### config.mk
export PLATFORM = sky130hd
export DESIGN_NAME = bus_issue_ctl
export DESIGN_NICKNAME = d
export VERILOG_FILES = /design/src/rtl/bus_issue_ctl.sv
export SDC_FILE = /design/constraint.sdc
export NUM_CORES = 1
export LEC_CHECK = 0
export BUFFER_PORTS_ARGS = -buffer_cell sky130_fd_sc_hd__buf_4
export CAP_MARGIN = 20
export CORE_AREA = 2 2 63 65
export CTS_CLUSTER_DIAMETER = 100
export CTS_CLUSTER_SIZE = 8
export DETAILED_ROUTE_END_ITERATION = 10
export DIE_AREA = 0 0 65 67
export MAX_ROUTING_LAYER = met4
export PLACE_DENSITY = 0.73
export SLEW_MARGIN = 20
export SYNTH_ARGS = -nofsm -noshare
export SYNTH_HDL_FRONTEND = slang
export SYNTH_SLANG_ARGS = --single-unit
### constraint.sdc
create_clock -name clk -period 1.47 [get_ports clk]
set_clock_uncertainty 0.15 [all_clocks]
set_input_delay 0 -clock clk [delete_from_list [all_inputs] [get_ports clk]]
set_output_delay 0 -clock clk [all_outputs]
set_load 0.01 [all_outputs]
### src/rtl/bus_issue_ctl.sv
module bus_issue_ctl #(
  parameter int AW = 23
) (
  input  logic          clk,
  input  logic          rst_n,
  input  logic          req_valid,
  input  logic [AW-1:0] req_addr,
  input  logic          req_mem,
  input  logic          req_code,
  input  logic          req_write,
  input  logic [1:0]    req_be,
  input  logic          req_lock,
  input  logic          req_inta,
  output logic          req_ready,
  output logic [AW-1:0] bus_addr,
  output logic          bus_mio,
  output logic          bus_dc,
  output logic          bus_wr,
  output logic          bus_bhe_n,
  output logic          bus_ble_n,
  output logic          bus_ads_n,
  output logic          bus_lock_n,
  output logic          bus_drive,
  input  logic          bus_ready_n,
  input  logic          bus_na_n,
  input  logic          hold,
  output logic          hlda
);

  logic          cur_v, cur_lk, pend_v, pend_lk;
  logic          nx_cur_v, nx_cur_lk, nx_pend_v, nx_pend_lk;
  logic          lock_q, hlda_q, ads_q;
  logic [AW-1:0] addr_q;
  logic          mio_q, dc_q, wr_q;
  logic [1:0]    be_q;

  wire eff_lk     = req_lock | req_inta;
  wire end_cyc    = cur_v & ~bus_ready_n;
  wire boundary   = ~cur_v | (end_cyc & ~pend_v);
  wire grant_ok   = ~hlda_q & hold & ~lock_q & boundary;
  wire start_new  = req_valid & ~hlda_q & ~grant_ok & boundary;
  wire start_pipe = req_valid & ~hlda_q & cur_v & bus_ready_n & ~bus_na_n & ~pend_v;
  wire issue      = start_new | start_pipe;

  always_comb begin
    nx_cur_v   = cur_v;
    nx_cur_lk  = cur_lk;
    nx_pend_v  = pend_v;
    nx_pend_lk = pend_lk;
    if (end_cyc) begin
      nx_cur_v  = pend_v;
      nx_cur_lk = pend_lk;
      nx_pend_v = 1'b0;
    end
    if (start_new) begin
      nx_cur_v  = 1'b1;
      nx_cur_lk = eff_lk;
    end
    if (start_pipe) begin
      nx_pend_v  = 1'b1;
      nx_pend_lk = eff_lk;
    end
  end

  always_ff @(posedge clk) begin
    if (!rst_n) begin
      cur_v   <= 1'b0;
      cur_lk  <= 1'b0;
      pend_v  <= 1'b0;
      pend_lk <= 1'b0;
      lock_q  <= 1'b0;
      hlda_q  <= 1'b0;
      ads_q   <= 1'b0;
      addr_q  <= '0;
      mio_q   <= 1'b0;
      dc_q    <= 1'b0;
      wr_q    <= 1'b0;
      be_q    <= 2'b00;
    end else begin
      cur_v   <= nx_cur_v;
      cur_lk  <= nx_cur_lk;
      pend_v  <= nx_pend_v;
      pend_lk <= nx_pend_lk;
      lock_q  <= (nx_cur_v & nx_cur_lk) | (nx_pend_v & nx_pend_lk) |
                 (lock_q & req_valid & eff_lk & ~hlda_q);
      hlda_q  <= hlda_q ? hold : grant_ok;
      ads_q   <= issue;
      if (issue) begin
        addr_q <= req_addr;
        mio_q  <= req_mem & ~req_inta;
        dc_q   <= req_code & ~req_inta;
        wr_q   <= req_write & ~req_inta;
        be_q   <= req_be;
      end
    end
  end

  assign req_ready  = issue;
  assign bus_addr   = addr_q;
  assign bus_mio    = mio_q;
  assign bus_dc     = dc_q;
  assign bus_wr     = wr_q;
  assign bus_bhe_n  = ~be_q[1];
  assign bus_ble_n  = ~be_q[0];
  assign bus_ads_n  = ~ads_q;
  assign bus_lock_n = ~lock_q;
  assign bus_drive  = ~hlda_q;
  assign hlda       = hlda_q;


  accept_strobe_chk: assert property (@(posedge clk) disable iff (!rst_n)
    req_ready |=> !bus_ads_n);


  inta_locked_chk: assert property (@(posedge clk) disable iff (!rst_n)
    (req_ready && req_inta) |=> (!bus_lock_n && !bus_mio && !bus_dc && !bus_wr));


  hlda_after_hold_chk: assert property (@(posedge clk) disable iff (!rst_n)
    $rose(hlda) |-> $past(hold));


  hlda_lock_excl_chk: assert property (@(posedge clk) disable iff (!rst_n)
    !(hlda && !bus_lock_n));


  no_issue_in_hlda_chk: assert property (@(posedge clk) disable iff (!rst_n)
    hlda |-> !req_ready);


  hlda_release_chk: assert property (@(posedge clk) disable iff (!rst_n)
    (hlda && !hold) |=> !hlda);

endmodule

==> results of run 1 <==
-- logic make-up after synthesis --
family | after synthesis | synth area share (%)
AOI/OAI and AO/OA | 65 | 23.9
buffers and inverters | 22 | 8.76
DFF | 35 | 48.1
muxes | 2 | 1.46
and+or+nand+nor | 49 | 17.8
-- synth_stat cells, types with 2 or more instances --
cell      instances
a21oi_1          31
buf_2             3
buf_6             5
clkbuf_1          5
dfxtp_1          35
inv_1             7
nand2_1           5
nand2b_1          2
nand3_1          29
nor2_1            4
nor2b_1           3
o21ai_0          19
o21ai_1          11
-- layer usage --
metal / vias up / track usage (%)
met1: 761 / 21.1
met2: 47 / 39.3
met5: - / -
li1: 824 / -
met4: 0 / 6.65
met3: 7 / 6.08
-- power groups by stage --
stage | Sequential (mW) | Combinational [mW] | Clock (mW)
floorplan | 1.06 | 0.135 | 0
global placement | 1.04 | 0.322 | 0
detailed placement | 1.04 | 0.328 | 0
CTS | 1.02 | 0.404 | 0.701
global route | 1.03 | 0.457 | 0.755
finish | 1.02 | 0.422 | 0.688
-- final cells by class --
| type | instances | area share (%) |
|---|---|---|
| timing repair buffer | 116 | 38.6 |
| clock buffer | 6 | 3.26 |
| sequential | 35 | 27.9 |
| tap | 48 | 2.37 |
| clock inverter | 1 | 0.198 |
| inverter | 7 | 1.04 |
| multi-input combinational | 118 | 26.6 |
-- final timing paths --
check,start,end,slack (ps),depth (start not counted)
setup / recovery,pend_v$_SDFF_PN0_,bus_addr[0]$_SDFFE_PN0P_,-20,6
hold / removal,bus_ready_n,hlda$_SDFF_PN0_,-40,4
setup reg to reg,pend_v$_SDFF_PN0_,bus_addr[0]$_SDFFE_PN0P_,-20,6
hold reg to reg,bus_addr[6]$_SDFFE_PN0P_,bus_addr[6]$_SDFFE_PN0P_,310,2
-- metrics by stage --
| step | setup slack, ps | instance area, sq um | total power, mW | hold WS [ps] |
|---|---|---|---|---|
| 2_1_floorplan | 93.8 | 1460 | 1.19 | -30.8 |
| 3_3_place_gp | 36.8 | 2000 | 1.36 | 100 |
| 3_5_place_dp | -10.2 | 2000 | 1.37 | 105 |
| 4_1_cts | -32.2 | 2440 | 2.13 | -41.6 |
| 5_1_grt | -85.1 | 2530 | 2.24 | 1.94 |
| 6_report | -22.8 | 2530 | 2.13 | -41.3 |
-- worst max-delay path, cell delays in order (launching register included) --
cell	delay (ps)
dfxtp_4	360
and4bb_2	350
nand2_2	70
buf_6	130
buf_4	160
nand3_1	90
a21oi_1	70
-- cells in the final DEF (no fill, tap or decap), drive strengths merged --
master,Yosys,layout
a211oi,1,1
a21oi,31,31
and2,2,4
and3,1,1
and4bb,1,1
buf,10,83
clkbuf,5,6
clkinv,0,1
dfxtp,35,35
dlygate4sd3,0,33
inv,7,7
mux2,1,1
mux2i,1,1
nand2,5,5
nand2b,2,2
nand3,29,29
nor2,4,4
nor2b,4,4
o21a,1,1
o21ai,31,31
o221ai,1,1
or3,1,1
-- repair_timing --
action / CTS / global route
pin swaps: 0 / 10
hold buffers: 33 / 0
gates cloned: 0 / 2
endpoints found under the setup margin: 19 / 30
hold endpoints to repair: 32 / 0
gates resized for setup: 6 / 22
setup buffers: 1 / 6
==> results.md, run 1 <==
* Status: finished with violations
* Violated checks: hold timing, setup timing
* Critical path peak fanout at 7
* I/O Buffers at 68
* Clk sinks at 35
* Final Critical Period at roughly 1500 ps
* Comb power frac at 19.8%
* Min Hold Slack at -41.3 ps
* Synth unique cells at 27
* Final Hold Vio Count at 2
* Hold WC Path Type: in2reg
* Iter 0 DRT Violations at around 130
* Flop pwr share at 47.9%
* Die height at 67 um
* Worst EP arrival at about 1500 ps
* Core area at 3610 sq um
* Period utilization at 102%
* CTS H-tree depth at 2
* Register area at 707 sq um
* Per-cell routed wire length at 13.2 um
* Area of the die at 4360 sq um
* Slew Viols, Final at 0
* Layout cells sized above 1 at 37.5%
* I/O pins at 69
* Lkg Pwr at 1.08 nW
* Worst setup margin at -22.8 ps
* Synthesized instance count at 173
* Sequential area share after synthesis at 48.1%
* Setup_tns at -36.1 ps
* Max IR drop VDD at 0.561 mV
* Area Overhead vs Synth at 73.7%
* Initial antenna violation count at 0
* Total power divided by cell area at 842 nW/um^2
* Mapped Nets at 209
* Die span in x at approximately 65 um
* Worst-Margin Slew at 297 ps
* Rows at 22
* Routed Antenna Nets at 0
* CTS Buf Count at 5
* First-pass GRT wire length at 6780 um
* Internal power at 1.61 mW
* Ys flop type: dfxtp_1
* Post-DP HPWL at 2610 um
* 1st-pass router iterations at 4
* Ys async rst share at 0%
* Initial Util at about 40%
* RePlAce Congestion at roughly 0.76
* Max FFs per register at 23
* Number of global-route vias before repair at 1599
* Total wire length at 4380 um
* RSZ-0062 raised after global routing: true
* # DRC at 0
* Final core occ at 70.2%
* Psw at approximately 520 uW
* CP required at 1480 ps
* Largest cells by area after synthesis: dfxtp_1 (48%), a21oi_1 (11%), nand3_1 (10%)
* Largest net degree at the start of global routing at 31
* Reg clk slew, reported paths at 60 ps
* Met1 wire length at about 1800 um
* Post-synth top area share at between 40 and 50%
* Diodes inserted at 0
* YS warnings at 0
* Crit path capture type: register
* Max clock buf depth at 2
* Post-synth EDFFs at 0
* Met3 wire length at 226 um
* Root Buffer: clkbuf_8
* Finished Layout Cells at between 300 and 400
* Final Setup Violations at 3
* Via density per instance at 4.95
* Overall Global Routing Usage at about a fifth
* Synth Area per Inst at about 8.4 sq um
* Worst skew pair latency at 280 ps
* Fmax at 0.670 GHz
* WS Path Type: reg2reg
* Clock share of power at 32.3%
* Final nets at about 320
* Register bit total from synthesis at 35
* TritonCTS clock tree: built
* CP Launch Type: register
* Number of max-cap violations at 0
* Multi-input logic area at 674 sq um
* DP Cell Count at approximately 280
* Post-Syn Area at between 1000 and 1500 sq um
* Sw Share at 24.5%
* Max-slew headroom at between 80% and 90%
* DR WL met2 at 2300 um
* Vias at approximately 1600
* Filler cells at about 280
* Synth area leader: dfxtp_1
* GR Overflow Total at 0
* Uppermost layer routed: met4
Note: power is estimated with default switching activity, not from simulation.
==> inputs of run 2 (changes only) <==
==> constraint.sdc (replaced) <==
create_clock -name clk -period 1.47 [get_ports clk]
set_clock_uncertainty 0.15 [all_clocks]
set_input_delay 0.147 -clock clk [delete_from_list [all_inputs] [get_ports clk]]
set_output_delay 0.147 -clock clk [all_outputs]
set_load 0.01 [all_outputs]
==> results.md, run 2 (synthesis gave the netlist of run 1 again) <==
* Status: finished with violations
* Violated checks: setup timing
* Instance area after placement at 2010 sq um (+0.75%)
* Worst-Margin Slew at 342 ps (+44.7 ps)
* WHS Path Cells at 3 (-1)
* CP required at 1170 ps (-310 ps)
* Area Overhead vs Synth at 70.2%
* Post-DP HPWL at 2700 um (+3.4%)
* Setup_tns at -251 ps (-215 ps)
* Worst skew pair latency at 280 ps (about the same)
* Finished layout cell area at 2480 sq um (-2.0%)
* Worst EP arrival at 1260 ps (-250 ps)
* Layout cells sized above 1 at 40.6% (+3.1 points)
* Total wire length at 4440 um (+1.4%)
* Die span in x at 65 um (unchanged)
* Initial Util at 40.4% (unchanged)
* Cell Chain, Critical Path: and4bb_1, nand2_2, buf_6, nand2_2, buf_6
* GR Overflow Total at 0 (unchanged)
* Number of max-cap violations at 0 (unchanged)
* CTS H-tree depth at 2 (unchanged)
* Number of global-route vias before repair at 1570 (-1.8%)
* Core area at 3610 sq um (unchanged)
* Overall Global Routing Usage at 21.3% (+0.30 points)
* Critical path peak fanout at 4 (-3)
* Root Buffer: clkbuf_8
* Per-cell routed wire length at 13.7 um (+3.6%)
* First-pass GRT wire length at 6840 um (+0.91%)
* Die height at 67 um (unchanged)
* Routed Antenna Nets at 0 (unchanged)
* Max-slew headroom at 77.0% (-3.1 points)
* Period utilization at 106% (+4.5 points)
* I/O Buffers at 68 (unchanged)
* Commonest non-fill, non-tap cell in the layout: buf_4
* Register area at 704 sq um (-0.35%)
* Multi-input logic area at 707 sq um (+4.8%)
* CP peak stage delay at 340 ps (-20 ps)
* R2R depth at 7 (+1)
* Pwr Total at 2.11 mW (-1.1%)
* Max FFs per register at 23 (unchanged)
* Max IR drop VDD at 0.425 mV (-24%)
* Min-delay src: req_addr[5]
* Via density per instance at 5.04 (+1.8%)
* Reg clk slew, reported paths at 70 ps (about the same)
* Final nets at 311 (-2.5%)
* WS Path Type: reg2out
* Filler cells at 286 (+0.70%)
* Diodes inserted at 0 (unchanged)
* Largest net degree at the start of global routing at 23 (-26%)
* Hold WC Path Type: in2reg
* Reg2Reg Launch Point: pend_v$_SDFF_PN0_
* CP Launch Type: register
* Iter 0 DRT Violations at 86 (-31%)
* FF-to-FF End: bus_addr[20]$_SDFFE_PN0P_
* RePlAce Congestion at 0.781 (+2.9%)
* Clk sinks at 35 (unchanged)
* R2r setup slk at -30 ps (about the same)
* 1st-pass router iterations at 4 (unchanged)
* Max clock buf depth at 2 (unchanged)
* I/O pins at 69 (unchanged)
* Min Hold Slack at 2.69 ps (+44.0 ps)
* Final Critical Period at 1560 ps (+65.7 ps)
* Vias at 1633 (-0.37%)
* Lkg Pwr at 1.05 nW (-2.5%)
* Pre-CTS WS at -5.69 ps (+4.50 ps)
* RSZ-0062 raised after global routing: true
* Rows at 22 (unchanged)
* Worst setup margin at -88.6 ps (-65.7 ps)
* CTS Buf Count at 5 (unchanged)
* TritonCTS clock tree: built
* Initial antenna violation count at 0 (unchanged)
* Area of the die at 4360 sq um (unchanged)
* # DRC at 0 (unchanged)
* Slew Viols, Final at 0 (unchanged)
* Slowest cell on crit path: dfxtp_2
* Fmax at 0.642 GHz (-4.2%)
* Crit path capture type: output pin
* Final Hold Vio Count at 0 (-2)
* Commonest cells after routing, fill and taps aside: buf_4 (78), dfxtp_1 (32), a21oi_1 (28), nand3_1 (25), dlygate4sd3_1 (24)
* Hold path endpoint: bus_addr[5]$_SDFFE_PN0P_
* Total power divided by cell area at 850 nW/um^2 (+0.98%)
* Final Setup Violations at 13 (+10)
-- run 2: cell count changes in the layout (fill, tap and decap cells not counted), moves of 2 or more --
cell           before  now
clkbuf_1            0    2
dlygate4sd3_1      33   24
nand3_2             1    4
buf_6               3    5
nand3_1            28   25
a21oi_2             0    3
a21oi_1            31   28
-- run 2: critical path, delay by kind of cell, from the launching register on --
kind          cells  cell delay, ps
simple gates      3             410
flops             1             340
buf+inv           2             210
-- run 2: final cells by class --
| type | count | share of cell area (%) |
|---|---|---|
| multi-input cells | 118 | 28.5 |
| clock inverters | 1 | 0.202 |
| clock buffers | 7 | 3.08 |
| inverters | 7 | 1.06 |
| well taps | 48 | 2.42 |
| flip-flops and latches | 35 | 28.4 |
| repair buffers | 108 | 36.4 |
-- run 2: metal layers --
layer  wire length [um]  up-vias  track usage, %
met4                 80        0            8.24
met2               2360       51            37.5
met5                  0        -               -
met1               1810      762            23.5
li1                   -      814               -
met3                196        6            4.90
-- run 2: report_power, final --
part	internal [mW]	switching, mW	total (mW)
sequential	0.996	0.0271	1.02
clock	0.332	0.333	0.666
combinational	0.242	0.178	0.420
-- run 2: how the worst max path moves through the flow --
| stage | start | end | slack [ps] |
|---|---|---|---|
| final | pend_v$_SDFF_PN0_ | req_ready | -90 |
| after global routing | pend_v$_SDFF_PN0_ | req_ready | -140 |
| after CTS | pend_v$_SDFF_PN0_ | req_ready | -100 |
| after detailed placement | pend_v$_SDFF_PN0_ | bus_addr[5]$_SDFFE_PN0P_ | -6 |
| after global placement | pend_v$_SDFF_PN0_ | bus_addr[3]$_SDFFE_PN0P_ | 40 |
| after floorplan | hlda$_SDFF_PN0_ | bus_wr$_SDFFE_PN0P_ | 90 |
-- run 2: what timing repair did --
action                                 CTS  global route
gates resized for setup                 18            17
buffers inserted                         5             2
cloned                                   1             1
endpoints found under the hold margin   22             1
setup endpoints to repair               11            33
pin swaps                                5             8
hold buffers                            23             1
-- run 2: per-stage QoR --
stage          instances  util, %
2_1_floorplan        173        -
3_5_place_dp         284     55.9
4_1_cts              320     67.1
3_3_place_gp         284     55.9
6_report             324     68.8
5_1_grt              324     68.8
==> inputs of run 3 (changes only) <==
- PLACE_DENSITY: 0.73 -> default
- PLACE_DENSITY_LB_ADDON: default -> 0.2
==> results.md, run 3 (synthesis gave the netlist of run 1 again) <==
* Status: finished with violations
* Violated checks: setup timing
* CP Launch Point: pend_v$_SDFF_PN0_
* Clock share of power at 31.6% (about the same)
* Psw at 539 uW (+0.23%)
* Die height at 67 um (unchanged)
* Max-slew headroom at 78.3% (+1.3 points)
* FF-to-FF End: lock_q$_SDFF_PN0_
* Worst setup margin at -113 ps (-24.6 ps)
* Root Buffer: clkbuf_8
* Total wire length at 4390 um (-1.2%)
* Final Setup Violations at 2 (-11)
* Core area at 3610 sq um (unchanged)
* Per-cell routed wire length at 13.5 um (-1.8%)
* RSZ-0062 raised after global routing: true
* Pwr Total at 2.11 mW (about the same)
* Final Critical Period at 1580 ps (+24.6 ps)
* Reg2Reg Launch Point: pend_v$_SDFF_PN0_
* Largest net degree at the start of global routing at 22 (-4.3%)
* CTS H-tree depth at 2 (unchanged)
* Initial Util at 40.4% (unchanged)
* R2R depth at 5 (-2)
* Overall Global Routing Usage at 21.3% (-0.071 points)
* Hold WC Path Type: in2reg
* Area Overhead vs Synth at 71.2%
* Max clock buf depth at 2 (unchanged)
* TritonCTS clock tree: built
* Diodes inserted at 0 (unchanged)
* Reg clk slew, reported paths at 70 ps (about the same)
* RePlAce Congestion at 0.726 (-7.1%)
* Rows at 22 (unchanged)
* Crit path capture type: output pin
* Worst-Margin Slew at 322 ps (-19.1 ps)
* CP Launch Type: register
* Comb power frac at 19.9% (about the same)
* Initial antenna violation count at 0 (unchanged)
* Clk sinks at 35 (unchanged)
* Max FFs per register at 23 (unchanged)
* Commonest cells after routing, fill and taps aside: buf_4 (78), dfxtp_1 (32), a21oi_1 (31), nand3_1 (28), dlygate4sd3_1 (26)
* Worst skew pair latency at 280 ps (about the same)
* I/O pins at 69 (unchanged)
* Min Hold Slack at 12.1 ps (+9.39 ps)
* R2r setup slk at -40 ps (about the same)
* Critical Path End: req_ready
* CTS Buf Count at 5 (unchanged)
* Sw Share at 25.6% (+0.042 points)
* WS Path Type: reg2out
* Min-delay src: req_inta
* Critical path peak fanout at 4 (unchanged)
* Routed Antenna Nets at 0 (unchanged)
* Vias at 1633 (unchanged)
* Number of global-route vias before repair at 1542 (-1.8%)
* Fmax at 0.632 GHz (-1.6%)
* Area of the die at 4360 sq um (unchanged)
* Die span in x at 65 um (unchanged)
* First-pass GRT wire length at 6860 um (+0.20%)
* Post-DP HPWL at 2520 um (-6.8%)
* 1st-pass router iterations at 6 (+2)
* Finished Layout Cells at 326 (+0.62%)
* Period utilization at 108% (+1.7 points)
* Flop pwr share at 48.5% (about the same)
* Commonest non-fill, non-tap cell in the layout: buf_4
* Lkg Pwr at 1.06 nW (+1.4%)
* Worst EP arrival at 1290 ps (+30 ps)
* Final nets at 313 (+0.64%)
* DP Cell Count at 282 (-0.70%)
* # DRC at 0 (unchanged)
* Number of max-cap violations at 0 (unchanged)
* Total power divided by cell area at 846 nW/um^2 (-0.49%)
* Internal power at 1.57 mW (about the same)
* I/O Buffers at 68 (unchanged)
* Via density per instance at 5.01 (-0.61%)
* CP required at 1170 ps (about the same)
* Slew Viols, Final at 0 (unchanged)
* Max IR drop VDD at 0.604 mV (+42%)
* Final Hold Vio Count at 0 (unchanged)
* Iter 0 DRT Violations at 108 (+26%)
* Layout cells sized above 1 at 37.8% (-2.8 points)
* GR Overflow Total at 0 (unchanged)
* Final core occ at 69.2% (+0.38 points)
## run 3: changes by cell type in the layout (fill, tap and decap cells not counted), sizes merged
cell	change
dlymetal6s4s	+1
and2	+1
dlygate4sd3	+2
buf	-2
clkbuf	-1
clkinvlp	+1
## run 3: routing by layer
metal / GRT usage [%] / routed length, um / share of wire, %
met5: - / 0 / 0
met4: 7.18 / 55 / 1.3
met3: 4.39 / 222 / 5.1
met2: 38.9 / 2250 / 51
met1: 22.9 / 1860 / 42
## run 3: worst min path at each step
stage	slack (ps)	end	depth (start not counted)
after CTS	7	bus_mio$_SDFFE_PN0P_	4
after floorplan	120	hlda$_SDFF_PN0_	2
after global routing	30	lock_q$_SDFF_PN0_	3
after global placement	250	hlda$_SDFF_PN0_	3
final	10	bus_mio$_SDFFE_PN0P_	4
after detailed placement	250	hlda$_SDFF_PN0_	3
## run 3: worst max-delay path, cell delays in order (launching register included)
cell and delay [ps]:
dfxtp_4 360, and4bb_1 300, nand2_2 80, buf_6 130
nand2_4 50, buf_6 90
## run 3: through the flow
stage	instance area [sq um]	setup TNS (ps)	worst slack [ps]
finish	2490	-153	-113
global route	2490	-2280	-166
CTS	2430	-108	-108
detailed placement	2000	-14.5	-11.5
global placement	2000	0	26.0
floorplan	1460	0	93.8
## run 3: power groups by stage
stage,clock [mW],combinational (mW),sequential (mW)
floorplan,0,0.135,1.06
global placement,0,0.324,1.04
detailed placement,0,0.326,1.04
CTS,0.677,0.402,1.02
global route,0.730,0.455,1.03
finish,0.668,0.420,1.02
## run 3: layout make-up
cell class | instances | area, sq um
inverters | 7 | 26.3
well taps | 48 | 60.1
clock buffers | 6 | 72.6
fillers | 318 | 1110
multi-input cells | 119 | 696
flip-flops and latches | 35 | 707
clock inverters | 2 | 12.5
repair buffers | 109 | 921
## run 3: timing repair
action | CTS | global route
pin swaps | 2 | 8
hold endpoints to repair | 26 | 0
endpoints found under the setup margin | 6 | 32
setup buffers | 4 | 3
resized for setup | 15 | 8
hold buffers | 27 | 0
gates cloned | 1 | 2
